--- src/rtl/adcsp_pkg.sv ---
package adcsp_pkg;
  localparam int RES_BITS     = 10;
  localparam int ADDR_BITS    = 4;
  localparam int FRAME_FALLS  = 16;
  localparam int OPEN_FALL    = 4;
  localparam int CONVERT_FALL = 10;
endpackage

--- src/rtl/adcsp_sync.sv ---
module adcsp_sync #(
  parameter int           N   = 1,
  parameter logic [N-1:0] RST = '0
) (
  input  logic         clk,
  input  logic         rst_n,
  input  logic [N-1:0] din,
  output logic [N-1:0] q
);
  for (genvar i = 0; i < N; i++) begin : g_bit
    logic meta_q, stab_q;
    always_ff @(posedge clk or negedge rst_n) begin
      if (!rst_n) begin
        meta_q <= RST[i];
        stab_q <= RST[i];
      end else begin
        meta_q <= din[i];
        stab_q <= meta_q;
      end
    end
    assign q[i] = stab_q;
  end
endmodule

--- src/rtl/adcsp_cs_qual.sv ---
module adcsp_cs_qual #(
  parameter int QUAL = 4
) (
  input  logic clk,
  input  logic rst_n,
  input  logic cs_lvl,
  output logic cs_q,
  output logic cs_fall_q
);
  localparam int          QW     = (QUAL > 2) ? $clog2(QUAL) : 1;
  localparam logic [QW-1:0] Q_LAST = QW'(QUAL - 1);

  logic [QW-1:0] cnt_q, cnt_n;
  logic          lvl_q, lvl_n, fall_n;

  always_comb begin
    cnt_n  = '0;
    lvl_n  = lvl_q;
    fall_n = 1'b0;
    if (cs_lvl != lvl_q) begin
      if (cnt_q == Q_LAST) begin
        lvl_n  = cs_lvl;
        fall_n = ~cs_lvl;
      end else begin
        cnt_n = cnt_q + 1'b1;
      end
    end
  end

  always_ff @(posedge clk or negedge rst_n) begin
    if (!rst_n) begin
      cnt_q     <= '0;
      lvl_q     <= 1'b1;
      cs_fall_q <= 1'b0;
    end else begin
      cnt_q     <= cnt_n;
      lvl_q     <= lvl_n;
      cs_fall_q <= fall_n;
    end
  end

  assign cs_q = lvl_q;

  a_r6_fall_settled: assert property (@(posedge clk) disable iff (!rst_n)
    $fell(lvl_q) |-> !$past(cs_lvl));
  a_r6_rise_settled: assert property (@(posedge clk) disable iff (!rst_n)
    $rose(lvl_q) |-> $past(cs_lvl));
endmodule

--- src/rtl/adcsp_xfer.sv ---
module adcsp_xfer import adcsp_pkg::*; #(
  parameter int RES_W      = RES_BITS,
  parameter int ADDR_W     = ADDR_BITS,
  parameter int MAX_FALLS  = FRAME_FALLS,
  parameter int OPEN_AT    = OPEN_FALL,
  parameter int CONV_AT    = CONVERT_FALL,
  parameter int SYNC_LIMIT = 200
) (
  input  logic              clk,
  input  logic              rst_n,
  input  logic              cs_q,
  input  logic              cs_fall_q,
  input  logic              sclk_lvl,
  input  logic              addr_lvl,
  input  logic              conv_done,
  input  logic [RES_W-1:0]  conv_result,
  output logic              sdo,
  output logic              sample_win,
  output logic              conv_start,
  output logic [ADDR_W-1:0] conv_chan,
  output logic              eoc,
  output logic              lost_sync
);
  localparam int CNT_W = $clog2(MAX_FALLS + 1);
  localparam int WIN_W = $clog2(SYNC_LIMIT + 1);
  localparam logic [CNT_W-1:0] C_ADDR     = CNT_W'(ADDR_W);
  localparam logic [CNT_W-1:0] C_OPEN_PRE = CNT_W'(OPEN_AT - 1);
  localparam logic [CNT_W-1:0] C_CONV_PRE = CNT_W'(CONV_AT - 1);
  localparam logic [CNT_W-1:0] C_CONV     = CNT_W'(CONV_AT);
  localparam logic [CNT_W-1:0] C_MAX      = CNT_W'(MAX_FALLS);
  localparam logic [CNT_W-1:0] C_MAX_PRE  = CNT_W'(MAX_FALLS - 1);
  localparam logic [WIN_W-1:0] W_LIM      = WIN_W'(SYNC_LIMIT);

  logic [CNT_W-1:0]  cnt_q, cnt_n;
  logic [ADDR_W-1:0] addr_q, addr_n;
  logic [RES_W-1:0]  sh_q, sh_n, res_q, res_n;
  logic [WIN_W-1:0]  win_q, win_n;
  logic busy_q, busy_n, samp_q, samp_n, lost_q, lost_n, start_q, start_n;
  logic sclk_d_q, rise, fall, active;

  assign rise   = sclk_lvl & ~sclk_d_q;
  assign fall   = ~sclk_lvl & sclk_d_q;
  assign active = ~cs_q & ~lost_q;

  always_comb begin
    cnt_n   = cnt_q;
    addr_n  = addr_q;
    sh_n    = sh_q;
    res_n   = res_q;
    busy_n  = busy_q;
    samp_n  = samp_q;
    lost_n  = lost_q;
    start_n = 1'b0;
    if (cs_fall_q) begin
      cnt_n  = '0;
      sh_n   = res_q;
      lost_n = 1'b0;
      samp_n = 1'b0;
      busy_n = 1'b0;
    end else if (cs_q) begin
      samp_n = 1'b0;
    end else if (!lost_q) begin
      if (rise) begin
        if (cnt_q < C_ADDR) begin
          addr_n = {addr_q[ADDR_W-2:0], addr_lvl};
        end else if (cnt_q == C_CONV && win_q == W_LIM) begin
          lost_n = 1'b1;
        end
      end
      if (fall && cnt_q != C_MAX) begin
        cnt_n = cnt_q + 1'b1;
        sh_n  = {sh_q[RES_W-2:0], 1'b0};
        if (cnt_q == C_OPEN_PRE) samp_n = 1'b1;
        if (cnt_q == C_CONV_PRE) begin
          samp_n  = 1'b0;
          start_n = 1'b1;
          busy_n  = 1'b1;
        end
        if (cnt_q == C_MAX_PRE && !busy_q) begin
          cnt_n = '0;
          sh_n  = res_q;
        end
      end
    end
    if (conv_done && busy_q && !cs_fall_q) begin
      res_n  = conv_result;
      busy_n = 1'b0;
      if (active && (cnt_n == C_CONV || cnt_n == C_MAX)) begin
        cnt_n = '0;
        sh_n  = conv_result;
      end
    end
  end

  always_comb begin
    win_n = win_q;
    if (!active || cnt_q != C_CONV) win_n = '0;
    else if (win_q != W_LIM)        win_n = win_q + 1'b1;
  end

  always_ff @(posedge clk or negedge rst_n) begin
    if (!rst_n) begin
      cnt_q    <= '0;
      addr_q   <= '0;
      sh_q     <= '0;
      res_q    <= '0;
      win_q    <= '0;
      busy_q   <= 1'b0;
      samp_q   <= 1'b0;
      lost_q   <= 1'b0;
      start_q  <= 1'b0;
      sclk_d_q <= 1'b0;
    end else begin
      cnt_q    <= cnt_n;
      addr_q   <= addr_n;
      sh_q     <= sh_n;
      res_q    <= res_n;
      win_q    <= win_n;
      busy_q   <= busy_n;
      samp_q   <= samp_n;
      lost_q   <= lost_n;
      start_q  <= start_n;
      sclk_d_q <= sclk_lvl;
    end
  end

  assign sdo        = sh_q[RES_W-1] & ~lost_q;
  assign sample_win = samp_q;
  assign conv_start = start_q;
  assign conv_chan  = addr_q;
  assign eoc        = ~busy_q;
  assign lost_sync  = lost_q;

  a_r1_addr_frozen: assert property (@(posedge clk) disable iff (!rst_n)
    (cnt_q >= C_ADDR) |=> $stable(addr_q));
  a_r3_low_after_tenth: assert property (@(posedge clk) disable iff (!rst_n)
    (cnt_q >= C_CONV) |-> !sdo);
  a_r4_start_single: assert property (@(posedge clk) disable iff (!rst_n)
    start_q |=> !start_q);
  a_r7_done_raises_eoc: assert property (@(posedge clk) disable iff (!rst_n)
    (conv_done && busy_q && !cs_fall_q) |=> eoc);
  a_r10_lost_sticky: assert property (@(posedge clk) disable iff (!rst_n)
    (lost_q && !cs_fall_q) |=> lost_q);
endmodule

--- src/rtl/adc_serial_port.sv ---
module adc_serial_port import adcsp_pkg::*; #(
  parameter int RES_W      = RES_BITS,
  parameter int ADDR_W     = ADDR_BITS,
  parameter int MAX_FALLS  = FRAME_FALLS,
  parameter int OPEN_AT    = OPEN_FALL,
  parameter int CONV_AT    = CONVERT_FALL,
  parameter int CS_QUAL    = 4,
  parameter int SYNC_LIMIT = 200
) (
  input  logic              clk,
  input  logic              rst_n,
  input  logic              cs_n,
  input  logic              sclk,
  input  logic              addr_in,
  output logic              sdo,
  output logic              sdo_en,
  output logic              sample_win,
  output logic              conv_start,
  output logic [ADDR_W-1:0] conv_chan,
  input  logic              conv_done,
  input  logic [RES_W-1:0]  conv_result,
  output logic              eoc,
  output logic              lost_sync
);
  logic [1:0] rst_pipe_q;
  logic       rst_i;
  logic [2:0] lvl;
  logic       cs_q, cs_fall_q;

  always_ff @(posedge clk or negedge rst_n) begin
    if (!rst_n) rst_pipe_q <= '0;
    else        rst_pipe_q <= {rst_pipe_q[0], 1'b1};
  end
  assign rst_i = rst_pipe_q[1];

  adcsp_sync #(.N(3), .RST(3'b100)) u_sync (
    .clk(clk), .rst_n(rst_i), .din({cs_n, sclk, addr_in}), .q(lvl)
  );

  adcsp_cs_qual #(.QUAL(CS_QUAL)) u_csq (
    .clk(clk), .rst_n(rst_i), .cs_lvl(lvl[2]), .cs_q(cs_q), .cs_fall_q(cs_fall_q)
  );

  adcsp_xfer #(
    .RES_W(RES_W), .ADDR_W(ADDR_W), .MAX_FALLS(MAX_FALLS),
    .OPEN_AT(OPEN_AT), .CONV_AT(CONV_AT), .SYNC_LIMIT(SYNC_LIMIT)
  ) u_xfer (
    .clk(clk), .rst_n(rst_i), .cs_q(cs_q), .cs_fall_q(cs_fall_q),
    .sclk_lvl(lvl[1]), .addr_lvl(lvl[0]), .conv_done(conv_done),
    .conv_result(conv_result), .sdo(sdo), .sample_win(sample_win),
    .conv_start(conv_start), .conv_chan(conv_chan), .eoc(eoc),
    .lost_sync(lost_sync)
  );

  assign sdo_en = ~cs_q;

  a_r5_drive_needs_low_cs: assert property (@(posedge clk) disable iff (!rst_i)
    $rose(sdo_en) |-> !$past(lvl[2]));
endmodule

--- config.mk ---
export PLATFORM = sky130hd
export DESIGN_NAME = adc_serial_port
export DESIGN_NICKNAME = d
export VERILOG_FILES = /design/src/rtl/adcsp_pkg.sv /design/src/rtl/adcsp_sync.sv /design/src/rtl/adcsp_cs_qual.sv /design/src/rtl/adcsp_xfer.sv /design/src/rtl/adc_serial_port.sv
export SDC_FILE = /design/constraint.sdc
export NUM_CORES = 1
export LEC_CHECK = 0
export BUFFER_PORTS_ARGS = -buffer_cell sky130_fd_sc_hd__buf_2
export CAP_MARGIN = 10
export CELL_PAD_IN_SITES_DETAIL_PLACEMENT = 1
export CELL_PAD_IN_SITES_GLOBAL_PLACEMENT = 1
export CORE_MARGIN = 3
export CORE_UTILIZATION = 30
export DETAILED_ROUTE_END_ITERATION = 8
export MAX_ROUTING_LAYER = met4
export PLACE_DENSITY_LB_ADDON = 0.15
export SLEW_MARGIN = 20
export SYNTH_ARGS = -nofsm -noshare
export SYNTH_HDL_FRONTEND = slang
export SYNTH_HIERARCHICAL = 1
export SYNTH_SLANG_ARGS = --single-unit
--- constraint.sdc ---
create_clock -name clk -period 2.2 [get_ports clk]
set_clock_uncertainty 0.15 [all_clocks]
set_input_delay 0.11 -clock clk [delete_from_list [all_inputs] [get_ports clk]]
set_output_delay 0.11 -clock clk [all_outputs]
set_load 0.005 [all_outputs]
After elaboration in Yosys (flattened, before gate mapping)
Index checks and enable logic that the tools add are counted.
Storage, ports and cells
  flip-flop bits (word level): 54
  bits in latches: 0
  memory bits (writable): 0
  memory bits (read-only): 0
  input port bits: 16
  output and inout port bits: 10
  word-level logic and storage cells: 114
  memories: 0
Operators by class
  $add $sub $neg: 3
  $mul: 0
  div/mod/pow operators: 0
  $lt $le $gt $ge: 1
  eq/ne operators: 16
  shift operators: 0
  mux-type cells: 43
  bitwise operators: 11
  reduce and logical (&&, ||, !) cells: 20
Operators by type and width (count)
  $mux 10: 7
  $mux 5: 7
  $mux 1: 25
  $eq 5x4->1 const B: 4
  $mux 8: 2
  $reduce_bool 3->1: 3
  $add 8x1->8 const B: 1
  $eq 8x8->1 const B: 1
  $ne 8x8->1 const B: 1
  $not 1->1: 7
  $logic_and 1x1->1: 6
  $ne 3x3->1 const B: 2
  $add 5x1->5 const B: 1
  $eq 5x2->1 const B: 1
  $eq 5x5->1 const B: 1
  $lt 5x3->1 const B: 1
  $ne 5x4->1 const B: 1
  $ne 5x5->1 const B: 1
  $reduce_and 5->1: 1
  $and 1x1->1: 4
  $mux 2: 2
  $reduce_and 4->1: 1
  $reduce_bool 4->1: 1
  $logic_not 1->1: 3
  9 further kinds: 10

Logic depth before layout (Yosys ltp)
Gate-level depths: netlist of the first run.
  depth in word-level cells: 12
  mapped depth: 9
  gate-level depth less buffers: 8

By module
The synthesis of the first run kept the hierarchy.
By module, submodules not included
  adcsp_xfer: instances 1, cells an instance 208, area each 2250.9 um^2, sequential area each 1051.0 um^2
  adcsp_sync: instances 1, cells an instance 9, area each 175.2 um^2, sequential area each 152.6 um^2
  adcsp_cs_qual: instances 1, cells an instance 10, area each 160.2 um^2, sequential area each 101.3 um^2
  adc_serial_port: instances 1, cells an instance 4, area each 57.6 um^2, sequential area each 50.0 um^2

Worst setup path after synthesis of the first run
No wires, ideal clock.
  path type: register to register
  start: register u_xfer.cnt_q[0]
  end: register u_xfer.sh_q[1]
  setup time: 0.125 ns
  arrival: 2.245 ns
  required time: 1.925 ns
  slack: -0.320 ns
  stages on the path, launching flop included: 10
  buffers on the path: 1
  period minus slack after synthesis: 2.520 ns
  cell sequence: dfrtp_1 inv_1 ha_1 and4bb_1 nor4b_2 and3_2 a32oi_1 o22ai_2 buf_6 mux2_4
On the way
  word-level cells in the longest chain between the ends: 12
  elaborated cells on any way between the ends: 21
  those cells by class: 1 x add/sub; 4 x eq/ne; 12 x mux; 4 x reduce/logical
Ends and longest elaborated chain
  start: declaration: line adcsp_xfer.sv:34  | logic [CNT_W-1:0] cnt_q, cnt_n;
  start signal: assignment: line adcsp_xfer.sv:114  | cnt_q <= cnt_n;
  parallel branches: the longest is 11 deep, another holds $add 5x1->5
  $mux 10 *: line adcsp_xfer.sv:85  | if (conv_done && busy_q && !cs_fall_q) begin
  named net u_xfer.sh_n[1]: line adcsp_xfer.sv:36  | logic [RES_W-1:0] sh_q, sh_n, res_q, res_n;
  end signal: assignment: line adcsp_xfer.sv:116  | sh_q <= sh_n;
  end: declaration: line adcsp_xfer.sv:36
Mark *: on every way through the listed nets, which the timed path passes.
A chain may end at the register's enable or synchronous reset.

Worst setup path after layout of the first run
  start: register u_xfer.cnt_q[0]
  end: register u_xfer.sh_q[9]
Same word-level chain as after synthesis.

==> results_tabular.tex, run 1 <==
\begin{tabular}{lr}
\hline
Metric & Value \\
\hline
\multicolumn{2}{l}{\textbf{STA}} \\
Final hold vios & 0 \\
Worst slew pin tran & about 620 ps \\
Final critical delay including setup and external delays & 2460 ps \\
Tcrit/Tclk final & 112\% \\
Setup tns final & -2700 ps \\
Final worst-path setup slack & -264 ps \\
Final slew viol count & 0 \\
Final count of negative-setup-slack endpoints & 12 \\
Top achievable clock speed & 406 MHz \\
Unrepaired setup endpoints after global routing & yes \\
Relative slew slack & 58.4\% \\
\multicolumn{2}{l}{\textbf{Clock tree}} \\
Worst-path clk slew & 100 ps \\
Clock tree from TritonCTS & yes \\
Clk\_lat worst skew & 310 ps \\
Longest Clk Path Bufs & 2 \\
Clock sink total & 54 \\
Cts bufs inserted & 5 \\
Clk Tree Root Cell & clkbuf\_8 \\
H-tree depth reported by CTS & 2 \\
\multicolumn{2}{l}{\textbf{Setup path}} \\
CP Max Fanout & 6 \\
Critical path endpoint category & flip-flop \\
Max stage delay on crit path & 410 ps \\
Endpoint of the worst setup timing path & u\_xfer/sh\_q[9] \\
Cell with the largest stage delay on the worst path & dfrtp\_2 \\
Reg2Reg Capture Point & u\_xfer/sh\_q[9] \\
WP data arrival & 2510 ps \\
Nature of the critical path startpoint & flip-flop \\
Type of the worst setup path & reg -> reg \\
Worst EP required & 2250 ps \\
Number of cells on the worst reg-to-reg path & 10 \\
Register-to-Register Setup Slack & -260 ps \\
Worst setup path startpoint & u\_xfer/cnt\_q[0] \\
Cells along the critical path & inv\_2 > ha\_4 > buf\_4 > nand4bb\_1 > nand3b\_1 > a31oi\_1 > nand3\_2 > o22ai\_4 > buf\_6 > mux2\_4 \\
Startpoint of the most critical register-to-register path & u\_xfer/cnt\_q[0] \\
\multicolumn{2}{l}{\textbf{Yosys}} \\
Distinct cells, synth & 50 \\
Number of nets produced by synthesis & 254 \\
Count of flip-flops with a built-in enable after synthesis & 0 \\
Most used flip-flop cell after synthesis & dfrtp\_1 \\
Area of the mapped netlist & 2640 um2 \\
Syn Inst Count & 231 \\
Part of the Yosys area used for sequential elements & 51.3\% \\
Number of synthesized register bits & 54 \\
Async SR Flop Fraction & 100\% \\
Area leader, netlist & dfrtp\_1 \\
Average cell area after synthesis & 11.4 um2 \\
Warnings, synthesis & 6 \\
Synth top area share & around half \\
Top area cells in the synthesized netlist & dfrtp\_1 (48\%), mux2\_2 (6.4\%), mux2\_4 (4.5\%) \\
\multicolumn{2}{l}{\textbf{Power}} \\
Power, Total & 2980 uW \\
Clock share of power & 23.6\% \\
Combinational share of power & between 30 and 40\% \\
Share of total power consumed by net switching & 32.7\% \\
Power per unit of standard cell area & 818 nW/um2 \\
Worst supply voltage drop on vdd & 275 uV \\
Power share of the sequential group & 40.0\% \\
Leakage component of the power & approximately 0.0016 uW \\
Internal cell power & 2000 uW \\
Net switching power & 973 uW \\
\multicolumn{2}{l}{\textbf{Routing}} \\
Total number of vias & 2064 \\
Antenna-violating nets left & 0 \\
Total Wirelength & $\sim$6700 um \\
Per-cell routed wire length & 15.9 um \\
Number of vias per cell after detailed routing & 4.89 \\
Final routed DRC violation total & 0 \\
Number of iterations in the first detailed-routing pass & 4 \\
Starting DRC count in detailed routing & 69 \\
\multicolumn{2}{l}{\textbf{Final layout}} \\
Share of layout cells above drive strength 1 & 42.3\% \\
Final layout net count & 339 \\
Final std cell area, no fill & 3640 um2 \\
P\&R area growth vs syn & 37.6\% \\
Number of standard cells in the layout, taps in and fillers out & approximately 420 \\
Number of antenna repair diodes & 0 \\
\multicolumn{2}{l}{\textbf{Placement}} \\
Instance area at placement & roughly 3200 um2 \\
Instance count after placement with tap cells included & 393 \\
Setup slack at placement & -325 ps \\
Sum of net half-perimeters after detailed placement & 4820 um \\
Global placer's final weighted congestion & 0.803 \\
Port Buffer Count & 25 \\
\multicolumn{2}{l}{\textbf{Floorplanning}} \\
Core Footprint & 8380 um2 \\
Starting density of the core & 31.5\% \\
Die boundary height & about 100 um \\
Total I/O pin count & 26 \\
Overall die width & approximately 100 um \\
Floorplan row count & 33 \\
Die Footprint & approximately 10000 um2 \\
\multicolumn{2}{l}{\textbf{GRT}} \\
Pin count of the biggest net entering global routing & 28 \\
Initial antenna violation count & 0 \\
Wire length of the first global-routing pass & 11300 um \\
Grt total ovfl & 0 \\
Number of global-route vias before repair & between 2k and 2.5k \\
Total track usage & 14.9\% \\
\multicolumn{2}{l}{\textbf{Status}} \\
Outcome & finished, violations left \\
Failing checks & negative setup slack \\
\multicolumn{2}{l}{\textbf{Job}} \\
Max Cap Violations & 0 \\
\multicolumn{2}{l}{\textbf{Worst hold path}} \\
Worst hold path class & reg -> async \\
\hline
\end{tabular}
## power groups by stage
| stage | clock network [uW] | logic [uW] | registers [uW] |
|---|---|---|---|
| after floorplan | 0 | 418 | 1230 |
| after global placement | 0 | 888 | 1200 |
| after detailed placement | 0 | 906 | 1210 |
| after CTS | 727 | 1030 | 1190 |
| after global routing | 770 | 1190 | 1210 |
| final | 701 | 1080 | 1190 |
## per-stage QoR
stage	hold WS, ps	utilization (%)
after floorplan	-336	-
after global placement	-253	38.2
after detailed placement	-253	38.2
after CTS	176	42.8
after global routing	208	43.4
final	143	43.4
## cells by family (layout without fill, tap and decap cells)
| family | count (synthesis) | count (layout) | share of synthesized area, % |
|---|---|---|---|
| muxes | 26 | 26 | 12.2 |
| other | 1 | 1 | 0.142 |
| xor gates and xnor gates | 8 | 8 | 2.65 |
| AOI/OAI and AO/OA | 41 | 41 | 10.5 |
| and+or+nand+nor | 74 | 74 | 16.3 |
| DFF | 54 | 54 | 51.3 |
| adders and majority gates | 7 | 7 | 3.31 |
| buffers and inverters | 20 | 106 | 3.69 |
## routing by layer
layer	wire length, um	global-route usage [%]	vias to the layer above
li1	-	-	987
met1	3120	19.4	1055
met2	3420	24.3	18
met3	116	2.36	4
met4	55	3.99	0
met5	0	-	-
## cell usage in the layout (no fill, tap or decap), types with 3 or more instances in the layout
| cell type | n |
|---|---|
| xnor2_1 | 4 |
| xor2_1 | 4 |
| o21ai_0 | 9 |
| ha_1 | 5 |
| mux2_2 | 15 |
| nand2_1 | 12 |
| inv_1 | 8 |
| dlygate4sd3_1 | 16 |
| a22oi_1 | 10 |
| a21oi_1 | 5 |
| buf_2 | 25 |
| buf_4 | 42 |
| nor3_1 | 3 |
| mux2_4 | 10 |
| nand3b_1 | 4 |
| dfrtp_1 | 49 |
| nand3_1 | 9 |
| nor2_1 | 19 |
| clkbuf_8 | 5 |
| dfstp_2 | 3 |
| buf_12 | 3 |
## synthesized netlist by cell type (2+ instances only)
cell type and n:
and3_1 3, nor3_1 3, xnor2_1 4, or3_1 2, mux2_4 8, dfstp_2 3
a21oi_1 7, and2_1 2, nand3b_1 4, nand3_1 11, mux2_1 3, clkbuf_1 5
dfrtp_1 51, xor2_1 4, a22oi_1 10, ha_1 7, nor2_1 21, buf_4 4
o21ai_1 2, mux2_2 15, and4b_1 2, a31oi_1 3, nand2_1 12, o21ai_0 9
inv_1 10, nor2b_1 2
## final cells by class
type	instances	area, um2
Sequential cell	54	1360
Inverter	10	37.5
Clock buffer	5	68.8
Clock inverter	3	47.5
Tap cell	105	131
Fill cell	930	4740
Timing Repair Buffer	88	683
Multi-Input combinational cell	157	1310
## registers in the layout (all words and copies together) (netlist names)
signal / count
u_xfer/lost_sync: 1
u_xfer/sh_q: 10
u_csq/cs_fall_q: 1
u_csq/cs_q: 1
u_xfer/sclk_d_q: 1
u_xfer/win_q: 8
u_sync/g_bit.meta_q: 3
u_xfer/busy_q: 1
u_xfer/conv_start: 1
u_xfer/cnt_q: 5
u_xfer/conv_chan: 4
u_csq/cnt_q: 2
u_sync/g_bit.stab_q: 3
rst_pipe_q: 2
u_xfer/sample_win: 1
u_xfer/res_q: 10
## timing repair
item | in CTS | in global routing
endpoints found under the hold margin | 26 | 0
buffers inserted | 5 | 0
pin swaps | 7 | 4
hold buffers | 16 | 0
endpoints found under the setup margin | 12 | 12
resized for setup | 13 | 10
## critical path: cells and delay by family, from the launching register on
family                     cells  cell delay (ps)
AOI/OAI and AO/OA              2              510
and+or+nand+nor                3              470
DFF                            1              410
buffers and inverters          3              360
muxes                          1              300
adders and majority gates      1              150
## worst min path at each step
stage	from	end	slack [ps]	depth (start not counted)
after CTS	rst_pipe_q[1]	u_csq/cs_fall_q	180	0
after global placement	rst_n	rst_pipe_q[0]	-250	1
after global routing	rst_pipe_q[1]	u_csq/cs_fall_q	210	0
after detailed placement	rst_n	rst_pipe_q[0]	-250	1
final	rst_pipe_q[1]	u_csq/cs_fall_q	140	0
after floorplan	rst_n	rst_pipe_q[0]	-340	0
Note: power is estimated with default switching activity, not from simulation.
==> run 2: changes to the inputs <==
--- a/config.mk
+++ b/config.mk
@@ -11,9 +11,11 @@
 export CELL_PAD_IN_SITES_GLOBAL_PLACEMENT = 1
 export CORE_MARGIN = 3
 export CORE_UTILIZATION = 30
+export CTS_BUF_LIST = sky130_fd_sc_hd__clkbuf_4 sky130_fd_sc_hd__clkbuf_8
 export DETAILED_ROUTE_END_ITERATION = 8
 export MAX_ROUTING_LAYER = met4
-export PLACE_DENSITY_LB_ADDON = 0.15
+export PLACE_DENSITY_LB_ADDON = 0.1
+export REMOVE_ABC_BUFFERS = 1
 export SLEW_MARGIN = 20
 export SYNTH_ARGS = -nofsm -noshare
 export SYNTH_HDL_FRONTEND = slang
==> results_tabular.tex, run 2 (same netlist as run 1, synthesis figures left out) <==
\begin{tabular}{lr}
\hline
Metric & Value \\
\hline
\multicolumn{2}{l}{\textbf{Floorplanning}} \\
Die boundary height & 99.9 um \\
Core Footprint & approximately 8400 um2 \\
Starting density of the core & 31.5\% \\
Total I/O pin count & 26 \\
Overall die width & 99.9 um \\
Floorplan row count & 33 \\
Die Footprint & between 9000 and 10000 um2 \\
\multicolumn{2}{l}{\textbf{STA}} \\
Final count of negative-setup-slack endpoints & 12 \\
Final critical delay including setup and external delays & 2470 ps \\
Worst hold slack after final layout & about 43 ps \\
Relative slew slack & 65.4\% \\
Top achievable clock speed & 405 MHz \\
Final hold vios & 0 \\
Tcrit/Tclk final & 112\% \\
Final worst-path setup slack & -272 ps \\
Unrepaired setup endpoints after global routing & yes \\
Worst slew pin tran & 518 ps \\
Final slew viol count & 0 \\
\multicolumn{2}{l}{\textbf{Setup path}} \\
Worst EP required & 2240 ps \\
Critical path endpoint category & flip-flop \\
WP data arrival & around 2500 ps \\
CP Max Fanout & 6 \\
Number of cells on the worst reg-to-reg path & 9 \\
Type of the worst setup path & reg -> reg \\
Nature of the critical path startpoint & flip-flop \\
\multicolumn{2}{l}{\textbf{Clock tree}} \\
Worst-path clk slew & 110 ps \\
Clock sink total & 54 \\
Clock tree from TritonCTS & yes \\
Cts bufs inserted & 5 \\
Longest Clk Path Bufs & 2 \\
Clk\_lat worst skew & 310 ps \\
Clk Tree Root Cell & clkbuf\_8 \\
H-tree depth reported by CTS & 2 \\
\multicolumn{2}{l}{\textbf{Routing}} \\
Starting DRC count in detailed routing & 57 \\
Per-cell routed wire length & between 15 and 20 um \\
Number of iterations in the first detailed-routing pass & 4 \\
Number of vias per cell after detailed routing & 4.90 \\
Total number of vias & 2061 \\
Total Wirelength & between 6000 and 7000 um \\
Antenna-violating nets left & 0 \\
Final routed DRC violation total & 0 \\
\multicolumn{2}{l}{\textbf{Final layout}} \\
Commonest cells after routing, fill and taps aside & dfrtp\_1 (50), buf\_4 (41), buf\_2 (25), nor2\_1 (20), dlygate4sd3\_1 (16) \\
Area of the multi-input gates & 1320 um2 \\
FF/Latch Area & 1360 um2 \\
Number of antenna repair diodes & 0 \\
P\&R area growth vs syn & 35.8\% \\
Most common cell after layout, fill and taps aside & dfrtp\_1 \\
Filler Cell Count & 916 \\
Share of layout cells above drive strength 1 & around 42\% \\
Top flop regs & u\_xfer/res\_q: 10 flops, u\_xfer/sh\_q: 10 flops, u\_xfer/win\_q: 8 flops \\
Final layout net count & 338 \\
\multicolumn{2}{l}{\textbf{GRT}} \\
Pin count of the biggest net entering global routing & 25 \\
Number of global-route vias before repair & 2234 \\
Total track usage & 14.8\% \\
Initial antenna violation count & 0 \\
Wire length of the first global-routing pass & roughly 11000 um \\
Grt total ovfl & 0 \\
\multicolumn{2}{l}{\textbf{Placement}} \\
Port Buffer Count & 25 \\
Sum of net half-perimeters after detailed placement & 4790 um \\
Setup slack at placement & -325 ps \\
Global placer's final weighted congestion & 0.840 \\
\multicolumn{2}{l}{\textbf{Status}} \\
Failing checks & negative setup slack \\
Outcome & finished, violations left \\
\multicolumn{2}{l}{\textbf{Power}} \\
Power per unit of standard cell area & 787 nW/um2 \\
Leakage component of the power & 0.00163 uW \\
Worst supply voltage drop on vdd & 280 uV \\
\multicolumn{2}{l}{\textbf{Worst hold path}} \\
Worst hold path class & reg -> async \\
\multicolumn{2}{l}{\textbf{Job}} \\
Max Cap Violations & 0 \\
\hline
\end{tabular}
## run 2: cell count changes in the layout (fill, tap and decap cells not counted), moves of 2 or more
cell and change:
buf_12 -2, buf_6 +2, o21ai_1 -2, o21ai_2 +2
## run 2: metrics by stage
stage / setup TNS (ps) / cell area [um2] / util, % / std cells / power [uW]
floorplan: -5990 / 2580 / - / 221 / 1600
global placement: -2830 / 3140 / 37.5 / 388 / 2030
detailed placement: -3100 / 3140 / 37.5 / 388 / 2030
CTS: -2610 / 3580 / 42.7 / 418 / 2790
global route: -4030 / 3590 / 42.8 / 421 / 3020
finish: -2860 / 3590 / 42.8 / 421 / 2830
## run 2: path summary, 6_finish.rpt
kind                                         from                endpoint  slack (ps)
setup / recovery                  u_xfer/cnt_q[0]          u_xfer/sh_q[9]        -270
hold / removal                      rst_pipe_q[1]         u_xfer/res_q[0]          40
setup reg to reg                  u_xfer/cnt_q[0]          u_xfer/sh_q[9]        -270
hold reg to reg                     rst_pipe_q[1]         u_xfer/res_q[0]          40
max in group asynchronous                   rst_n           rst_pipe_q[1]        1260
min in group clk           u_sync/g_bit[1].meta_q  u_sync/g_bit[1].stab_q         210
## run 2: where the power goes
group,total (uW),switching (uW),internal (uW)
clock,588,347,241
sequential,1180,78.7,1100
combinational,1060,525,537
total,2830,950,1880
## run 2: per-layer routing
| layer | track usage (%) | up-vias | wire length [um] |
|---|---|---|---|
| met1 | 18.5 | 1051 | 3110 |
| li1 | - | 989 | - |
| met3 | 2.29 | 5 | 105 |
| met5 | - | - | 0 |
| met2 | 25.0 | 16 | 3320 |
| met4 | 3.78 | 0 | 74 |
## run 2: layout make-up
| type | count | share of cell area (%) |
|---|---|---|
| flip-flops and latches | 54 | 37.8 |
| clock buffers | 6 | 2.13 |
| well taps | 105 | 3.66 |
| repair buffers | 87 | 18.3 |
| clock inverters | 2 | 0.383 |
| inverters | 10 | 1.05 |
| multi-input cells | 157 | 36.7 |
## run 2: worst max-delay path: stages, from the launching register on
cell and delay, ps:
dfrtp_1 390, inv_2 60, ha_4 150, and4bb_2 250
nor4b_4 330, and3_4 250, a32oi_4 60, o22ai_4 230
buf_6 180, mux2_4 300
## run 2: timing repair
| item | in CTS | in global routing |
|---|---|---|
| pin swaps | 9 | 8 |
| hold endpoints to repair | 26 | 0 |
| setup endpoints to repair | 12 | 12 |
| buffers inserted | 7 | 5 |
| gates resized for setup | 29 | 4 |
| hold buffers | 16 | 0 |
| gates cloned | 1 | 0 |
